<file path="src/rtl/lbs_pkg.sv">
package lbs_pkg;

  localparam int LANE_BITS  = 128;
  localparam int LANE_BYTES = LANE_BITS / 8;
  localparam int SEL_W      = $clog2(LANE_BYTES);

  typedef logic [LANE_BITS-1:0] lane_t;

  // One barrel stage: move the lane by nbytes when enabled.
  function automatic lane_t step_shift(lane_t d, logic en, logic right,
                                       int unsigned nbytes);
    if (!en) return d;
    return right ? (d >> (8 * nbytes)) : (d << (8 * nbytes));
  endfunction

  // A count that reaches past the lane empties it entirely.
  function automatic logic count_saturates(logic [7:0] cnt);
    return (cnt >> SEL_W) != 8'd0;
  endfunction

endpackage

</file>
<file path="src/rtl/lbs_lane.sv">
module lbs_lane
  import lbs_pkg::*;
#(
  parameter int CNT_W = 8
) (
  input  lane_t            lane_in,
  input  logic [CNT_W-1:0] cnt,
  input  logic             right,
  input  logic             sat,
  output lane_t            lane_out
);

  lane_t stg [SEL_W+1];

  assign stg[0] = lane_in;

  for (genvar s = 0; s < SEL_W; s++) begin : g_stage
    localparam int unsigned STEP = 1 << s;
    assign stg[s+1] = step_shift(stg[s], cnt[s], right, STEP);
  end

  assign lane_out = sat ? '0 : stg[SEL_W];

endmodule

</file>
<file path="src/rtl/lbs_out_stage.sv">
module lbs_out_stage #(
  parameter int W       = 256,
  parameter bit OUT_REG = 1'b1
) (
  input  logic         clk,
  input  logic         rst_n,
  input  logic         in_valid,
  input  logic [W-1:0] d,
  output logic         q_valid,
  output logic [W-1:0] q
);

  if (OUT_REG) begin : g_reg
    always_ff @(posedge clk or negedge rst_n) begin
      if (!rst_n) begin
        q_valid <= 1'b0;
        q       <= '0;
      end else begin
        q_valid <= in_valid;
        if (in_valid) q <= d;
      end
    end
  end else begin : g_comb
    assign q_valid = in_valid;
    assign q       = d;
  end

endmodule

</file>
<file path="src/rtl/lane_byte_shifter.sv">
module lane_byte_shifter
  import lbs_pkg::*;
#(
  parameter int  LANES   = 2,
  parameter int  CNT_W   = 8,
  parameter bit  OUT_REG = 1'b1,
  localparam int DATA_W  = LANES * LANE_BITS
) (
  input  logic              clk,
  input  logic              rst_n,
  input  logic              in_valid,
  input  logic              shift_right,
  input  logic [CNT_W-1:0]  byte_count,
  input  logic [DATA_W-1:0] operand,
  output logic              out_valid,
  output logic [DATA_W-1:0] result
);

  // Named internal events, observed by the bound checker.
  logic              sat_hit;
  logic              pass_thru;
  logic [DATA_W-1:0] shifted;

  assign sat_hit   = count_saturates(8'(byte_count)) | ((byte_count >> 8) != '0);
  assign pass_thru = (byte_count == '0);

  for (genvar l = 0; l < LANES; l++) begin : g_lane
    lbs_lane #(.CNT_W(CNT_W)) u_lane (
      .lane_in  (operand[l*LANE_BITS +: LANE_BITS]),
      .cnt      (byte_count),
      .right    (shift_right),
      .sat      (sat_hit),
      .lane_out (shifted[l*LANE_BITS +: LANE_BITS])
    );
  end

  lbs_out_stage #(.W(DATA_W), .OUT_REG(OUT_REG)) u_out (
    .clk      (clk),
    .rst_n    (rst_n),
    .in_valid (in_valid),
    .d        (shifted),
    .q_valid  (out_valid),
    .q        (result)
  );

endmodule

</file>
<file path="config.mk">
export PLATFORM = sky130hd
export DESIGN_NAME = lane_byte_shifter
export DESIGN_NICKNAME = d
export VERILOG_FILES = /design/src/rtl/lbs_pkg.sv /design/src/rtl/lbs_lane.sv /design/src/rtl/lbs_out_stage.sv /design/src/rtl/lane_byte_shifter.sv
export SDC_FILE = /design/constraint.sdc
export NUM_CORES = 1
export LEC_CHECK = 0
export ABC_AREA = 1
export BUFFER_PORTS_ARGS = -buffer_cell sky130_fd_sc_hd__clkbuf_2
export CAP_MARGIN = 30
export CORE_MARGIN = 5
export CORE_UTILIZATION = 50
export DETAILED_ROUTE_END_ITERATION = 8
export GPL_ROUTABILITY_DRIVEN = 0
export PLACE_DENSITY = 0.84
export SLEW_MARGIN = 20
export SYNTH_ARGS = -nofsm -noshare
export SYNTH_HDL_FRONTEND = slang
export SYNTH_SLANG_ARGS = --single-unit
export TNS_END_PERCENT = 20
</file>
<file path="constraint.sdc">
create_clock -name clk -period 0.8 [get_ports clk]
set_input_delay 0.16 -clock clk [delete_from_list [all_inputs] [get_ports clk]]
set_output_delay 0.16 -clock clk [all_outputs]
set_load 0.03 [all_outputs]
</file>
==> results.yml, run 1 <==
place:
  dp_hpwl_mm: 111
  dpl_cell_area_mm2: 0.0357
  port_buffers: 524
status:
  error: "[ERROR GRT-0232] Routing congestion too high. Check the congestion heatmap in the GUI."
  status: "did not finish"
  haltStage: "global routing (5_1_grt)"
synthesis:
  avgSynthCellArea_um2: 5.63
  synth_mux_area_frac: 0
  async_reset_ff_frac: 1.00
  yosys.area_share.simple: 0.651
  synth-compound-area-share: 0.0402
  synth_fa_ha_area_frac: 0
  synth-xor-area-share: 0
  yosys_register_bits: 257
  synth_cell_types: 32
  synth_edf_count: 0
  synth_area_mm2: 0.0281
  postSynthCellCount: 4990
  synth_top_area_cell: "nand2_1"
  synthFlopType: "dfrtp_1"
  synth_top_area_frac: 0.326
  seq_area_frac_synth: 0.229
  synthTopCellsByArea: "nand2_1 (33%), dfrtp_1 (23%), nand3_1 (21%)"
  yosysWarnings: 0
  synth_top_family_by_area: "simple AND/OR/NAND/NOR gates"
  synth.net_count: 5258
floorplanning:
  die_w_um: 247
  start_util: 0.507
  fp-row-count: 86
  die_h_um: 247
  ioPinCount: 525
clocking:
  cts_buffer_depth: 3
  cts_buffers: 34
  root_buffer: "clkbuf_16"
  h-tree-depth: 2
  cts.sinks: 257
grt:
  track_usage: 0.747
  grt-ovfl-total: 657
  grt_max_degree: 93
sta:
  worst_path_end_type: "output port"
  crit_endpoint: "result[6]"
[cell usage after synthesis (30+ instances only)]
master    instances
dfrtp_1         257
o21ai_1         128
nand3_1        1184
or2_2           125
nand3_2         120
o211ai_1         30
or2_1            83
nor2_1          141
nand2_1        2436
inv_1            39
buf_2           185
clkbuf_1         96
[through the flow]
step / setup WS (ps) / cells / hold WS [ps]
4_1_cts: -616 / 6480 / 5.54
2_1_floorplan: -612 / 4990 / -136
3_5_place_dp: -1100 / 6385 / 3.76
3_3_place_gp: -1080 / 6385 / 4.00
[per-layer routing]
| metal | track usage | overflow |
|---|---|---|
| met1 | 0.722 | 13 |
| met2 | 0.894 | 363 |
| met3 | 0.628 | 19 |
| met4 | 0.760 | 258 |
| met5 | 0.406 | 4 |
[cells by family after synthesis]
logic type,count (synthesis)
flip-flops,257
buffers and inverters,414
AO/OA/AOI/OAI,200
AND/OR/NAND/NOR,4119
[repair_timing]
item | CTS
resized for setup | 658
buffers inserted | 33
endpoints found under the hold margin | 258
hold buffers | 2
pin swaps | 10
setup endpoints to repair | 513
==> run 2: changes to the inputs <==
Settings changed: CORE_UTILIZATION 50 to 35, PLACE_DENSITY 0.84 to unset, PLACE_DENSITY_LB_ADDON set to 0.15.
==> results.yml, run 2 <==
status:
  status: "finished with violations"
  violations: "setup timing"
synthesis:
  async_reset_ff_frac: 1.00
  synthMostInstantiatedCell: "nand2_1"
  synthFlopType: "dfrtp_1"
  yosysWarnings: 0
  synthTopCellsByArea: "nand2_1 (33%), dfrtp_1 (23%), nand3_1 (21%)"
  yosys_register_bits: 257
  synth_top_area_frac: 0.326
  postSynthCellCount: 4990
  synth_cell_types: 32
  netlist_top_cells_count: "nand2_1 (2436), nand3_1 (1184), dfrtp_1 (257)"
  seq_area_frac_synth: 0.229
  synth_top_area_cell: "nand2_1"
  avgSynthCellArea_um2: 5.63
  synth_area_mm2: 0.0281
  synth.net_count: 5258
  synth_edf_count: 0
floorplanning:
  die_h_um: 293
  start_util: 0.354
  die_area_mm2: 0.0860
  fp-row-count: 103
  die_w_um: 293
  core_mm2: 0.0793
  ioPinCount: 525
clocking:
  h-tree-depth: 2
  cts_buffers: 36
  cts.sinks: 257
  clkLatencyLatePin_ps: 570
  cts_buffer_depth: 3
  root_buffer: "clkbuf_16"
  clk_pin_slew_ps: 60
  cts_tree: "yes"
hold_path:
  min_path_type: "in -> async"
power:
  leakage_nw: 23.2
  irDropWorstVdd_mv: 1.18
  p_per_area_mw_per_mm2: 1210
finish:
  fin_nets: 6168
  post-route-util: 0.559
  stdcell_area_mm2: 0.0443
  regMostFlops: "u_out.q"
  largest_reg_flops: 256
  reg_top3: "u_out.q (256), u_out.q_valid (1)"
  drive_gt1_frac: 0.366
  final_cell_mix: "nand2_1 (2314), nand3_1 (785), buf_4 (494)"
  layout_commonest_cell: "nand2_1"
  layout-area-overhead-vs-synth_pct: 57.8
worst_setup_path:
  critPathMaxFanout: 2
  critPathTopFamily: "flip-flops"
  worst-path-buf-inv: 1
  end_kind: "output port"
  crit_arrival_ps: 1250
  crit_path_cell_trace: "clkbuf_8"
  slowest_delay_ps: 460
  worst_path_max_delay_cell: "dfrtp_1"
  setup.worst_path.class: "reg -> out"
  crit_path_start_kind: "flip-flop"
  required_ps: 640
sta:
  hold_viol_final: 0
  fin_skew_ps: 0
  post-route-period-util: 1.76
  relSlewSlack: 0.577
  finalSetupViolCount: 513
  period_minus_slack_ps: 1410
  rsz0062_at_grt: "true"
  drv_slew: 0
  setup_ws_ps: -606
  whs_ps: 167
  worst_pin_slew_ps: 634
  fmax_mhz: 711
routing:
  dr_total_vias: 40000
  vias_per_cell: 5.71
  wl_mm: 174
  avgRoutedWirePerCell_um: 24.8
  drc: 0
  drtPass1Iterations: 6
  route.antenna.remaining_nets: 0
  drtIter0Drc: 4426
grt:
  grt_pass1_vias: 38600
  grt_pass1_wl_mm: 249
  antenna_found_initial: 26
  grt-ovfl-total: 0
  grt_max_degree: 122
  track_usage: 0.383
place:
  port_buffers: 524
  dpl_cell_area_mm2: 0.0371
  dp_hpwl_mm: 128
run:
  maxCapViolCount: 0
==> run 2: cell counts after synthesis <==
No cell type changed its count.
==> run 2: metal layers <==
layer / global-route usage / wire length, µm / vias to the layer above
met5: 0 / 77 / -
met4: 0.300 / 18000 / 12
met3: 0.0865 / 16400 / 799
met2: 0.643 / 79700 / 2351
met1: 0.420 / 59600 / 18600
li1: - / - / 18200
==> run 2: through the flow <==
stage / total power [W] / std cells / setup TNS [ps] / setup WS (ps)
2_1_floorplan: 0.0244 / 4990 / -148300 / -612
3_3_place_gp: 0.0327 / 6787 / -273640 / -1220
3_5_place_dp: 0.0327 / 6787 / -276490 / -1210
4_1_cts: 0.0522 / 6967 / -251870 / -637
5_1_grt: 0.0557 / 6986 / -274750 / -625
6_report: 0.0535 / 6999 / -251310 / -606
==> run 2: timing repair <==
action,in CTS,in global routing
cloned,46,5
hold buffers,2,0
resized for setup,615,334
buffers inserted,70,6
endpoints found under the setup margin,513,513
pin swaps,101,64
hold endpoints to repair,258,0
==> run 2: tightest hold or removal path: stages <==
cell and delay [ps]:
dlygate4sd3_1 560, buf_8 160, buf_12 210
==> run 2: final timing paths <==
path / endpoint / slack [ps] / from / cells after the start
max: result[117] / -610 / u_out.q[117] / 1
min: u_out.q[53] / 170 / rst_n / 3
max reg2reg: u_out.q[114] / -40 / u_out.q[114] / 3
min reg2reg: u_out.q[130] / 470 / u_out.q[130] / 2
max in group asynchronous: u_out.q[199] / 190 / rst_n / 4
min in group clk: u_out.q[231] / 210 / byte_count[3] / 4
==> run 2: cell type report <==
| type | count | area, µm² |
|---|---|---|
| diodes | 23 | 57.6 |
| well taps | 1050 | 1310 |
| repair inverters | 2 | 25.0 |
| repair buffers | 1237 | 12100 |
| flip-flops and latches | 257 | 6480 |
| inverters | 47 | 238 |
| clock buffers | 49 | 1010 |
| fillers | 7785 | 34900 |
| multi-input cells | 4319 | 22900 |
| clock inverters | 15 | 178 |
==> run 2: power by group <==
group	internal [W]	leakage [nW]	switching, W
registers	0.0132	3.50	0.000231
clock network	0.00985	0.581	0.00701
logic	0.00905	19.1	0.0142
total	0.0321	23.2	0.0214
==> run 2: logic make-up (layout without fill, tap and decap cells) <==
kind of cell / count (synthesis) / count (layout) / synth area share
DFF: 257 / 257 / 0.229
other: 0 / 23 / 0
and+or+nand+nor: 4119 / 4119 / 0.651
buffers and inverters: 414 / 1350 / 0.0796
AOI/OAI and AO/OA: 200 / 200 / 0.0402
(Power assumes the default switching activity.)
